**src/rtl/alarm_cd_pkg.sv**
```systemverilog
package alarm_cd_pkg;
  // Byte offsets decoded by software; kept fixed.
  localparam int OFF_LOAD  = 'h20;
  localparam int OFF_COUNT = 'h24;
  localparam int OFF_CEN   = 'h28;
  localparam int OFF_IEN   = 'h2C;
  localparam int OFF_PEND  = 'h30;
  localparam int OFF_WEN   = 'h50;

  typedef struct packed {
    logic cnt_en;
    logic irq_en;
    logic wake_en;
  } alarm_enables_t;
endpackage

```
**src/rtl/alarm_cd_regs.sv**
```systemverilog
module alarm_cd_regs
  import alarm_cd_pkg::*;
#(
  parameter int ADDR_W = 8,
  parameter int DATA_W = 32,
  parameter int CNT_W  = 32
) (
  input  logic              clk,
  input  logic              rst_n,
  input  logic              wr_en_i,
  input  logic [ADDR_W-1:0] wr_addr_i,
  input  logic [DATA_W-1:0] wr_data_i,
  input  logic [ADDR_W-1:0] rd_addr_i,
  input  logic [CNT_W-1:0]  count_i,
  input  logic              pend_i,
  output alarm_enables_t    en_o,
  output logic              load_wr_o,
  output logic [CNT_W-1:0]  load_val_o,
  output logic              clr_wr_o,
  output logic [DATA_W-1:0] rd_data_o
);
  localparam logic [ADDR_W-1:0] A_LOAD  = ADDR_W'(OFF_LOAD);
  localparam logic [ADDR_W-1:0] A_COUNT = ADDR_W'(OFF_COUNT);
  localparam logic [ADDR_W-1:0] A_CEN   = ADDR_W'(OFF_CEN);
  localparam logic [ADDR_W-1:0] A_IEN   = ADDR_W'(OFF_IEN);
  localparam logic [ADDR_W-1:0] A_PEND  = ADDR_W'(OFF_PEND);
  localparam logic [ADDR_W-1:0] A_WEN   = ADDR_W'(OFF_WEN);

  alarm_enables_t    en_q;
  logic [CNT_W-1:0]  load_q;

  assign load_wr_o  = wr_en_i && (wr_addr_i == A_LOAD);
  assign load_val_o = wr_data_i[CNT_W-1:0];
  // Write-one-to-clear strobe for the pending flag.
  assign clr_wr_o   = wr_en_i && (wr_addr_i == A_PEND) && wr_data_i[0];

  always_ff @(posedge clk) begin
    if (!rst_n) begin
      en_q   <= '0;
      load_q <= '0;
    end else if (wr_en_i) begin
      if (wr_addr_i == A_LOAD) load_q        <= wr_data_i[CNT_W-1:0];
      if (wr_addr_i == A_CEN)  en_q.cnt_en  <= wr_data_i[0];
      if (wr_addr_i == A_IEN)  en_q.irq_en  <= wr_data_i[0];
      if (wr_addr_i == A_WEN)  en_q.wake_en <= wr_data_i[0];
    end
  end

  assign en_o = en_q;

  always_comb begin
    rd_data_o = '0;
    unique case (rd_addr_i)
      A_LOAD:  rd_data_o = DATA_W'(load_q);
      A_COUNT: rd_data_o = DATA_W'(count_i);
      A_CEN:   rd_data_o = DATA_W'(en_q.cnt_en);
      A_IEN:   rd_data_o = DATA_W'(en_q.irq_en);
      A_PEND:  rd_data_o = DATA_W'(pend_i);
      A_WEN:   rd_data_o = DATA_W'(en_q.wake_en);
      default: rd_data_o = '0;
    endcase
  end
endmodule

```
**src/rtl/alarm_cd_counter.sv**
```systemverilog
module alarm_cd_counter #(
  parameter int CNT_W = 32
) (
  input  logic             clk,
  input  logic             rst_n,
  input  logic             tick_i,
  input  logic             cnt_en_i,
  input  logic             load_wr_i,
  input  logic [CNT_W-1:0] load_val_i,
  output logic [CNT_W-1:0] count_o,
  output logic             expire_o
);
  localparam logic [CNT_W-1:0] ONE = CNT_W'(1);

  logic [CNT_W-1:0] count_q;
  logic             step;

  // A load overrides a strobe in the same cycle.
  assign step     = tick_i && cnt_en_i && !load_wr_i && (count_q != '0);
  assign expire_o = step && (count_q == ONE);

  always_ff @(posedge clk) begin
    if (!rst_n)         count_q <= '0;
    else if (load_wr_i) count_q <= load_val_i;
    else if (step)      count_q <= count_q - ONE;
  end

  assign count_o = count_q;
endmodule

```
**src/rtl/alarm_cd_pending.sv**
```systemverilog
module alarm_cd_pending (
  input  logic clk,
  input  logic rst_n,
  input  logic expire_i,
  input  logic clr_wr_i,
  input  logic irq_en_i,
  input  logic wake_en_i,
  output logic pend_o,
  output logic irq_o,
  output logic wake_o
);
  logic pend_q;

  // Expiry has priority over a same-cycle clear.
  always_ff @(posedge clk) begin
    if (!rst_n)        pend_q <= 1'b0;
    else if (expire_i) pend_q <= 1'b1;
    else if (clr_wr_i) pend_q <= 1'b0;
  end

  assign pend_o = pend_q;
  assign irq_o  = pend_q & irq_en_i;
  assign wake_o = pend_q & wake_en_i;
endmodule

```
**src/rtl/alarm_cd_top.sv**
```systemverilog
module alarm_cd_top
  import alarm_cd_pkg::*;
#(
  parameter int ADDR_W = 8,
  parameter int DATA_W = 32,
  parameter int CNT_W  = 32
) (
  input  logic              clk,
  input  logic              rst_n,
  input  logic              tick_i,
  input  logic              wr_en_i,
  input  logic [ADDR_W-1:0] wr_addr_i,
  input  logic [DATA_W-1:0] wr_data_i,
  input  logic [ADDR_W-1:0] rd_addr_i,
  output logic [DATA_W-1:0] rd_data_o,
  output logic              irq_o,
  output logic              wake_o
);
  alarm_enables_t   en_w;
  logic             load_wr_w;
  logic [CNT_W-1:0] load_val_w;
  logic             clr_wr_w;
  logic [CNT_W-1:0] count_w;
  logic             expire_w;
  logic             pend_w;

  alarm_cd_regs #(.ADDR_W(ADDR_W), .DATA_W(DATA_W), .CNT_W(CNT_W)) regs_i (
    .clk(clk), .rst_n(rst_n),
    .wr_en_i(wr_en_i), .wr_addr_i(wr_addr_i), .wr_data_i(wr_data_i),
    .rd_addr_i(rd_addr_i), .count_i(count_w), .pend_i(pend_w),
    .en_o(en_w), .load_wr_o(load_wr_w), .load_val_o(load_val_w),
    .clr_wr_o(clr_wr_w), .rd_data_o(rd_data_o)
  );

  alarm_cd_counter #(.CNT_W(CNT_W)) cnt_i (
    .clk(clk), .rst_n(rst_n), .tick_i(tick_i), .cnt_en_i(en_w.cnt_en),
    .load_wr_i(load_wr_w), .load_val_i(load_val_w),
    .count_o(count_w), .expire_o(expire_w)
  );

  alarm_cd_pending pend_i (
    .clk(clk), .rst_n(rst_n), .expire_i(expire_w), .clr_wr_i(clr_wr_w),
    .irq_en_i(en_w.irq_en), .wake_en_i(en_w.wake_en),
    .pend_o(pend_w), .irq_o(irq_o), .wake_o(wake_o)
  );
endmodule

```
**config.mk**
```make
export PLATFORM = sky130hd
export DESIGN_NAME = alarm_cd_top
export DESIGN_NICKNAME = d
export VERILOG_FILES = /design/src/rtl/alarm_cd_pkg.sv /design/src/rtl/alarm_cd_regs.sv /design/src/rtl/alarm_cd_counter.sv /design/src/rtl/alarm_cd_pending.sv /design/src/rtl/alarm_cd_top.sv
export SDC_FILE = /design/constraint.sdc
export NUM_CORES = 1
export LEC_CHECK = 0
export ABC_CLOCK_PERIOD_IN_PS = 2100
export BUFFER_PORTS_ARGS = -buffer_cell sky130_fd_sc_hd__buf_2
export CAP_MARGIN = 5
export CORE_AREA = 2 2 90 92
export CTS_BUF_LIST = sky130_fd_sc_hd__clkbuf_8
export DETAILED_ROUTE_END_ITERATION = 8
export DIE_AREA = 0 0 92 94
export PLACE_DENSITY_LB_ADDON = 0.12
export REMOVE_ABC_BUFFERS = 1
export SLEW_MARGIN = 10
export SYNTH_ARGS = -nofsm -noshare
export SYNTH_HDL_FRONTEND = slang
export SYNTH_SLANG_ARGS = --single-unit
```
**constraint.sdc**
```tcl
create_clock -name clk -period 2.1 [get_ports clk]
set_input_delay 0.21 -clock clk [delete_from_list [all_inputs] [get_ports clk]]
set_output_delay 0.21 -clock clk [all_outputs]
set_load 0.05 [all_outputs]
```
==> out/summary.json, run 1 <==
{
  "logic_synthesis": {
    "syn_area_um2": 3840,
    "synth_edf_count": 0,
    "dominantRegCellSynth": "dfxtp_1",
    "synth_most_common_cell": "nand2_1",
    "part_of_the_yosys_area_used_for_sequential_elements_pct": 35.5,
    "number_of_instances_in_the_synthesized_netlist": 485,
    "synth_warnings": 0,
    "synth_area_leaders": "dfxtp_1 35%, nand2_1 8.2%, a22o_1 6.8%",
    "synth_seq_cells": 68,
    "ys_top_cells_by_count": "84 x nand2_1, 68 x dfxtp_1, 35 x a21oi_1",
    "post-synth-top-area-cell": "dfxtp_1",
    "distinct_cell_type_count_of_the_synthesized_netlist": 55,
    "share_of_the_synthesized_area_in_the_top_cell_type_pct": 35.5,
    "syn_avg_cell_area_um2": 7.91,
    "postSynth.asyncResetShare_pct": 0
  },
  "timing": {
    "fin_crit_ps": 2270,
    "maxClockFrequency_mhz": 440,
    "sum_of_negative_setup_slack_ps": -3950,
    "timing_worst_slew_pin_value_ps": 581,
    "whs_ps": 97.3,
    "postLayoutSetupSlackWorst_ps": -173,
    "post_route_clock_period_utilization_pct": 108,
    "report.final.setup_viol": 34,
    "report.final.slew_viol_count": 0,
    "hold_viol": 0,
    "final.setup_skew_ps": 10.8,
    "slew_headroom_pct": 61.2,
    "rsz_0062_raised_after_global_routing": "true"
  },
  "clock_network": {
    "cts_hold_buf": 0,
    "clock_transition_time_at_the_flip_flop_clock_pins_of_the_worst_setup_and_hold_paths_ps": 80,
    "worstSkewPairLatency_ps": 350,
    "tritoncts_num_sinks": 68,
    "cts_made_buffers": 9,
    "cts_tree": "built",
    "clock_tree.htree_level_count": 3,
    "cts-root-to-sink-buffers": 2,
    "cts_root_buffer": "clkbuf_8"
  },
  "flow_run": {
    "timing.max_cap.violations": 0
  },
  "critical_path": {
    "endpoint_kind": "output pin",
    "data_arrival_time_of_the_critical_path_ps": 2060,
    "critical_path.max_stage_delay_ps": 530,
    "cp_max_fo": 16,
    "timing.critical_path.mode_cell": "buf_6",
    "crit_path_cell_trace": "buf_6 -> or3_4 -> or4b_4 -> nor3b_4 -> buf_6 -> a22o_1 -> buf_6",
    "cpMaxStageDelayCell": "or4b_4",
    "worstSetupStartpointType": "input port",
    "path_class": "in -> out",
    "critical_path_required_ps": 1890
  },
  "floorplanning": {
    "rows": 32,
    "initial_core_util_pct": 50.4,
    "core_region_area_um2": 7610,
    "die_span_in_y_um": 94,
    "chipWidth_um": 92,
    "floorplan.io_pins": 86,
    "design.die.area_um2": 8650
  },
  "place": {
    "dp.final_hpwl_um": 8180,
    "setup_ws_pre_cts_ps": -312,
    "place.gp.congestion": 0.843,
    "port-buffer-count": 85,
    "placedInstanceArea_um2": 4770
  },
  "layout": {
    "final_core_util_pct": 72.2,
    "final_area_um2": 5490,
    "areaGrowthSynthToFinish_pct": 43.1,
    "post_route_cells_drive_above_1_share_pct": 36.7,
    "diodes": 0,
    "layout.nets": 679
  },
  "route": {
    "post_route_wl_um": 12200,
    "detail-route-antenna-nets": 0,
    "detail_route.wl_per_cell_um": 16.7,
    "route.detailed.vias_per_inst": 6.11,
    "drt_drc_violations_left": 0,
    "routed-via-count": 4464,
    "detail_route.first_pass.iterations": 5,
    "drtIter0Drc": 343
  },
  "global_routing": {
    "grt-ovfl-total": 0,
    "grt_antenna_before_repair": 0,
    "grt_start_max_net_pins": 92,
    "grt_first_pass_wirelength_um": 19500,
    "grt_usage_pct": 27.7,
    "first_global_vias": 4156
  },
  "run_status": {
    "status": "finished, violations left",
    "failed_checks": "setup timing"
  },
  "power": {
    "leakagePower_nw": 2.24,
    "pwr_density_cell_nw_per_um2": 500,
    "irDropWorstVdd_v": 0.000361
  },
  "min_path": {
    "timing.hold.worst.class": "in -> reg"
  }
}
## flip-flops by register name (all words and copies together), names as in the netlist
| signal | flops |
|---|---|
| cnt_i.count_o | 32 |
| regs_i.load_q | 32 |
| regs_i.en_o | 3 |
| pend_i.pend_o | 1 |
## routing by layer
layer / vias to the layer above / wire length, µm / GRT usage (%) / share of wire, %
li1: 2114 / - / - / -
met1: 2157 / 5290 / 36.1 / 43
met2: 174 / 5970 / 47.0 / 49
met3: 19 / 733 / 4.09 / 6.0
met4: 0 / 188 / 9.20 / 1.5
met5: - / 0 / 0 / 0
## worst max-delay path, delay by kind of cell
| family | cells | cell delay (ps) |
|---|---|---|
| simple gates | 3 | 1180 |
| buf+inv | 3 | 470 |
| compound gates | 1 | 200 |
## path summary, 6_finish.rpt
check	start	endpoint	slack, ps	depth (start not counted)
setup reg to reg	cnt_i.count_o[8]	cnt_i.count_o[24]	-30	6
hold / removal	wr_data_i[30]	regs_i.load_q[30]	100	3
setup / recovery	rd_addr_i[1]	rd_data_o[19]	-170	7
hold reg to reg	regs_i.load_q[26]	regs_i.load_q[26]	460	2
## layout make-up
| class | instances | area, µm² |
|---|---|---|
| repair buffers | 166 | 1330 |
| well taps | 102 | 128 |
| clock inverters | 4 | 72.6 |
| fillers | 583 | 2110 |
| clock buffers | 11 | 151 |
| multi-input cells | 376 | 2420 |
| flip-flops and latches | 68 | 1380 |
| inverters | 4 | 15.0 |
## cells in the final DEF (no fill, tap or decap), types with 12 or more instances in the layout
master,synthesis,layout
nand3_1,17,16
nor2_1,22,21
a22o_1,30,30
o31ai_1,13,12
or3_1,17,15
a31oi_1,21,21
a21oi_1,35,35
dfxtp_1,68,57
or4_1,19,14
o21ai_0,29,29
buf_4,2,71
buf_2,14,52
nand2_1,84,82
buf_6,1,38
## stage by stage
stage	total power [mW]	instances
after floorplan	1.39	448
after global placement	1.50	703
after detailed placement	1.50	703
after CTS	2.72	723
after global routing	2.83	731
final	2.74	731
## kinds of logic (layout without fill, tap and decap cells)
| family | count (synthesis) | after routing | synth area share, % |
|---|---|---|---|
| flops | 68 | 68 | 35.5 |
| compound gates | 153 | 153 | 26.1 |
| fa+ha+maj | 2 | 2 | 0.652 |
| mux | 4 | 4 | 1.08 |
| simple gates | 217 | 217 | 31.8 |
| buf+inv | 41 | 185 | 4.86 |
## power breakdown
| group | switching, mW | total [mW] | internal (mW) | leakage (nW) |
|---|---|---|---|---|
| Clock | 0.512 | 1.24 | 0.725 | 0.111 |
| Sequential | 0.00211 | 1.29 | 1.29 | 0.553 |
| Combinational | 0.116 | 0.216 | 0.100 | 1.58 |
## timing repair
action	4_1_cts	5_1_grt
gates resized for setup	83	24
setup buffers	5	7
setup endpoints to repair	40	47
gates cloned	0	1
pin swaps	8	16
(Power assumes the default switching activity.)
==> run 2, diff against run 1 <==
==> constraint.sdc (replaced) <==
create_clock -name clk -period 2.1 [get_ports clk]
set_input_delay 0.315 -clock clk [delete_from_list [all_inputs] [get_ports clk]]
set_output_delay 0.315 -clock clk [all_outputs]
set_load 0.05 [all_outputs]
==> out/summary.json, run 2 (same netlist as run 1, synthesis figures left out) <==
{
  "place": {
    "port-buffer-count": 85,
    "setup_ws_pre_cts_ps": -549,
    "dp.final_hpwl_um": 8300,
    "placedInstanceArea_um2": 4800,
    "placed_cells_incl_taps": 705,
    "place.gp.congestion": 0.875
  },
  "route": {
    "post_route_wl_um": 12600,
    "drt_drc_violations_left": 0,
    "drtIter0Drc": 311,
    "detail_route.first_pass.iterations": 5,
    "route.detailed.vias_per_inst": 6.02,
    "routed-via-count": 4439,
    "detail_route.wl_per_cell_um": 17.2,
    "detail-route-antenna-nets": 0
  },
  "global_routing": {
    "first_global_vias": 4262,
    "grt_usage_pct": 28.3,
    "grt-ovfl-total": 0,
    "grt_start_max_net_pins": 47,
    "grt_antenna_before_repair": 0,
    "grt_first_pass_wirelength_um": 19700
  },
  "timing": {
    "sum_of_negative_setup_slack_ps": -11360,
    "report.final.setup_viol": 43,
    "timing_worst_slew_pin_value_ps": 481,
    "hold_viol": 0,
    "maxClockFrequency_mhz": 404,
    "post_route_clock_period_utilization_pct": 118,
    "postLayoutSetupSlackWorst_ps": -373,
    "report.final.slew_viol_count": 0,
    "slew_headroom_pct": 68.0,
    "fin_crit_ps": 2470,
    "final.setup_skew_ps": 8.85,
    "rsz_0062_raised_after_global_routing": "true"
  },
  "floorplanning": {
    "chipWidth_um": 92,
    "die_span_in_y_um": 94,
    "core_region_area_um2": 7610,
    "floorplan.io_pins": 86,
    "rows": 32,
    "initial_core_util_pct": 50.4,
    "design.die.area_um2": 8650
  },
  "power": {
    "leakagePower_nw": 2.28,
    "pwr_density_cell_nw_per_um2": 485,
    "irDropWorstVdd_v": 0.000322
  },
  "clock_network": {
    "cts-root-to-sink-buffers": 2,
    "tritoncts_num_sinks": 68,
    "cts_tree": "built",
    "cts_hold_buf": 0,
    "clock_tree.htree_level_count": 3,
    "clock_transition_time_at_the_flip_flop_clock_pins_of_the_worst_setup_and_hold_paths_ps": 70,
    "cts_root_buffer": "clkbuf_8",
    "worstSkewPairLatency_ps": 340,
    "cts_made_buffers": 9
  },
  "critical_path": {
    "worstSetupStartpointType": "input port",
    "regToRegSetupSlack_ps": -80,
    "critical_path_required_ps": 1780,
    "endpoint_kind": "output pin",
    "cp_max_fo": 8,
    "crit_path_cell_trace": "buf_6 -> or3_4 -> or4b_4 -> nor3b_4 -> buf_6 -> buf_8 -> a22o_1 -> buf_6",
    "cpMaxStageDelayCell": "or4b_4",
    "data_arrival_time_of_the_critical_path_ps": 2160,
    "critical_path.max_stage_delay_ps": 540,
    "timing.critical_path.mode_cell": "buf_6",
    "path_class": "in -> out"
  },
  "layout": {
    "layout_commonest_cell": "nand2_1",
    "layout_common_cells": "82 x nand2_1, 70 x buf_4, 64 x dfxtp_1",
    "areaGrowthSynthToFinish_pct": 46.2,
    "final_cell_count_no_fill": 737,
    "post_route_cells_drive_above_1_share_pct": 37.5,
    "layout.nets": 684,
    "diodes": 0,
    "final_area_um2": 5610,
    "nFillCells": 564
  },
  "flow_run": {
    "timing.max_cap.violations": 0
  },
  "run_status": {
    "failed_checks": "setup timing",
    "status": "finished, violations left"
  },
  "min_path": {
    "timing.hold.worst.class": "in -> reg"
  }
}
[run 2: per-layer routing]
| layer | up-vias | wire length, µm | GRT usage [%] |
|---|---|---|---|
| met5 | - | 0 | 0 |
| met4 | 0 | 125 | 9.95 |
| met3 | 11 | 837 | 4.41 |
| met2 | 179 | 6350 | 48.3 |
| met1 | 2116 | 5340 | 36.2 |
| li1 | 2133 | - | - |
[run 2: timing repair]
action,in CTS,in global routing
setup buffers,4,7
setup endpoints to repair,40,62
pin swaps,9,34
gates cloned,1,4
gates resized for setup,83,41
[run 2: critical path, delay by kind of cell]
family	cells	cell delay [ps]
buffers and inverters	4	540
AO/OA/AOI/OAI	1	170
AND/OR/NAND/NOR	3	1140
[run 2: worst paths after layout]
kind / from / to / cells after the start
worst min-delay path: wr_data_i[27] / regs_i.load_q[27] / 3
worst min register to register: regs_i.load_q[26] / regs_i.load_q[26] / 2
worst max-delay path: rd_addr_i[1] / rd_data_o[19] / 8
worst max register to register: cnt_i.count_o[16] / cnt_i.count_o[27] / 6
[run 2: per-stage QoR]
stage,util [%],total power [mW],hold slack (ps)
floorplan,-,1.39,437
global placement,63.1,1.50,441
detailed placement,63.1,1.51,448
CTS,70.1,2.70,202
global route,73.8,2.82,197
finish,73.8,2.72,217
[run 2: layout make-up]
cell class	count	area (µm²)	share of cell area, %
Clock buffer	10	138	2.45
Clock inverter	6	80.1	1.43
Inverter	4	15.0	0.268
Multi-Input combinational cell	376	2470	44.0
Sequential cell	68	1370	24.3
Tap cell	102	128	2.27
Timing Repair Buffer	171	1420	25.3
[run 2: power breakdown]
part	internal, mW	total (mW)	switching (mW)
Combinational	0.110	0.234	0.124
Clock	0.691	1.19	0.502
Sequential	1.29	1.29	0.00196
==> run 3, diff against run 2 <==
- ABC_AREA: default -> 1
- CORE_AREA: 2 2 90 92 -> 2 2 94 96
- CTS_CLUSTER_SIZE: default -> 25
- DIE_AREA: 0 0 92 94 -> 0 0 96 98
==> out/summary.json, run 3 <==
{
  "critical_path": {
    "data_arrival_time_of_the_critical_path_ps": 1710,
    "worstSetupStartpointType": "input port",
    "cp_max_fo": 16,
    "path_class": "in -> out",
    "crit_path_cell_trace": "buf_2 -> or2_2 -> nor2_1 -> nand3_1 -> buf_4 -> o22ai_1 -> buf_2",
    "path_delay_family": "simple AND/OR/NAND/NOR gates",
    "timing.critical_path.mode_cell": "buf_2",
    "endpoint_kind": "output pin",
    "cpMaxStageDelayCell": "or2_2",
    "cp_num_buf_inv": 3,
    "critical_path_required_ps": 1780,
    "critical_path.max_stage_delay_ps": 300
  },
  "layout": {
    "final_area_um2": 5040,
    "final_cell_count_no_fill": 899,
    "diodes": 0,
    "layout_common_cells": "187 x nand2_1, 121 x nor2_1, 88 x inv_1",
    "layout_commonest_cell": "nand2_1",
    "areaGrowthSynthToFinish_pct": 18.9,
    "post_route_cells_drive_above_1_share_pct": 18.3,
    "layout.nets": 840
  },
  "floorplanning": {
    "floorplan.io_pins": 86,
    "initial_core_util_pct": 50.1,
    "rows": 34,
    "design.die.area_um2": 9410,
    "chipWidth_um": 96,
    "core_region_area_um2": 8470,
    "die_span_in_y_um": 98
  },
  "timing": {
    "hold_viol": 0,
    "slew_headroom_pct": 73.0,
    "report.final.slew_viol_count": 0,
    "report.final.setup_viol": 0,
    "postLayoutSetupSlackWorst_ps": 78.4,
    "maxClockFrequency_mhz": 495,
    "whs_ps": 242,
    "timing_worst_slew_pin_value_ps": 405,
    "fin_crit_ps": 2020,
    "final.setup_skew_ps": 7.27,
    "sum_of_negative_setup_slack_ps": 0,
    "rsz_0062_raised_after_global_routing": "false",
    "post_route_clock_period_utilization_pct": 96.3
  },
  "logic_synthesis": {
    "dominantRegCellSynth": "dfxtp_1",
    "syn_avg_cell_area_um2": 6.04,
    "synth_edf_count": 0,
    "number_of_instances_in_the_synthesized_netlist": 702,
    "ys_top_cells_by_count": "187 x nand2_1, 122 x nor2_1, 88 x inv_1",
    "synth_warnings": 0,
    "share_of_the_synthesized_area_in_the_top_cell_type_pct": 32.1,
    "part_of_the_yosys_area_used_for_sequential_elements_pct": 32.1,
    "distinct_cell_type_count_of_the_synthesized_netlist": 33,
    "synth_seq_cells": 68,
    "synth_area_leaders": "dfxtp_1 32%, nand2_1 17%, nor2_1 11%",
    "postSynth.asyncResetShare_pct": 0,
    "syn_area_um2": 4240,
    "synth_most_common_cell": "nand2_1",
    "post-synth-top-area-cell": "dfxtp_1"
  },
  "global_routing": {
    "grt_first_pass_wirelength_um": 19700,
    "grt_usage_pct": 26.7,
    "grt_start_max_net_pins": 50,
    "grt-ovfl-total": 0,
    "grt_antenna_before_repair": 0,
    "first_global_vias": 4149
  },
  "clock_network": {
    "cts-root-to-sink-buffers": 2,
    "tritoncts_num_sinks": 68,
    "worstSkewPairLatency_ps": 350,
    "cts_root_buffer": "clkbuf_8",
    "clock_transition_time_at_the_flip_flop_clock_pins_of_the_worst_setup_and_hold_paths_ps": 80,
    "cts_made_buffers": 9,
    "clock_tree.htree_level_count": 3,
    "cts_tree": "built"
  },
  "power": {
    "pwr-share-comb_pct": 6.5,
    "power.switching_uw": 630,
    "leakagePower_nw": 2.34,
    "pwr_density_cell_nw_per_um2": 534,
    "clock_power_share_pct": 45.5,
    "irDropWorstVdd_v": 0.000315,
    "intPower_mw": 2.06,
    "sequential_power_share_pct": 48.0,
    "power.share.switching_pct": 23.4
  },
  "route": {
    "drtIter0Drc": 195,
    "routed-via-count": 4652,
    "detail_route.first_pass.iterations": 5,
    "drt_drc_violations_left": 0,
    "post_route_wl_um": 12200,
    "route.detailed.vias_per_inst": 5.17,
    "detail_route.wl_per_cell_um": 13.6,
    "detail-route-antenna-nets": 0
  },
  "place": {
    "dp.final_hpwl_um": 8860,
    "port-buffer-count": 85,
    "placedInstanceArea_um2": 4810,
    "place.gp.congestion": 0.911,
    "setup_ws_pre_cts_ps": 96.4,
    "placed_cells_incl_taps": 883
  },
  "run_status": {
    "status": "complete, no violations"
  },
  "flow_run": {
    "timing.max_cap.violations": 0
  },
  "min_path": {
    "timing.hold.worst.class": "in -> reg"
  }
}
run 3: cell types whose count changed in the layout (fill, tap and decap cells not counted), sizes merged, moves of 31 or more:
| cell | change |
|---|---|
| nand3 | +32 |
| inv | +84 |
| a22o | -31 |
| o22ai | +31 |
| nor2 | +107 |
| nand2 | +108 |
| buf | -68 |
run 3: cell type report:
type / count / area, µm²
Fill cell: 852 / 3420
Multi-Input combinational cell: 513 / 2390
Sequential cell: 68 / 1360
Timing Repair Buffer: 104 / 588
Inverter: 90 / 338
Clock buffer: 10 / 138
Tap cell: 108 / 135
Clock inverter: 6 / 87.6
run 3: worst register-to-register path: stages (launching register included):
cell	delay [ps]
dfxtp_1	350
inv_1	120
ha_1	230
nand2_1	140
nor2_2	180
nand2_2	90
o21ai_4	160
nand2_2	80
buf_4	210
o21ai_0	200
nor2_1	60
run 3: cell families after synthesis:
group	after synthesis	share of synthesized area [%]
DFF	68	32.1
and+or+nand+nor	385	37.8
buffers and inverters	121	11.5
adders and majority gates	2	0.590
xor gates and xnor gates	6	1.24
AOI/OAI and AO/OA	120	16.8
run 3: through the flow:
stage               util [%]  total power, mW
floorplan                  -             1.41
global placement        56.8             1.49
detailed placement      56.8             1.50
CTS                     59.4             2.72
global route            59.6             2.80
finish                  59.6             2.69
run 3: power by group through the flow:
| stage | Sequential [mW] | Combinational (mW) | Clock (mW) |
|---|---|---|---|
| after floorplan | 1.32 | 0.0863 | 0 |
| after detailed placement | 1.32 | 0.174 | 0 |
| after global routing | 1.29 | 0.197 | 1.31 |
| after CTS | 1.29 | 0.175 | 1.25 |
| final | 1.29 | 0.176 | 1.23 |
| after global placement | 1.32 | 0.171 | 0 |
run 3: worst paths after layout:
path	from	endpoint	slack (ps)	cells past startpoint
worst min-delay path	wr_data_i[28]	regs_i.load_q[28]	240	3
worst max register to register	cnt_i.count_o[0]	cnt_i.count_o[6]	170	10
worst min register to register	regs_i.load_q[16]	regs_i.load_q[16]	460	2
worst max-delay path	rd_addr_i[1]	rd_data_o[22]	80	7
run 3: repair_timing:
action | in CTS | in global routing
endpoints found under the setup margin | 0 | 6
hold buffers | 0 | 0
hold endpoints to repair | 0 | 0
buffers inserted | 0 | 0
resized for setup | 0 | 5
run 3: metal layers:
layer / routed length (µm) / global-route usage (%)
met1: 5900 / 37.8
met2: 5550 / 41.9
met3: 586 / 3.55
met4: 161 / 8.35
met5: 0 / 0
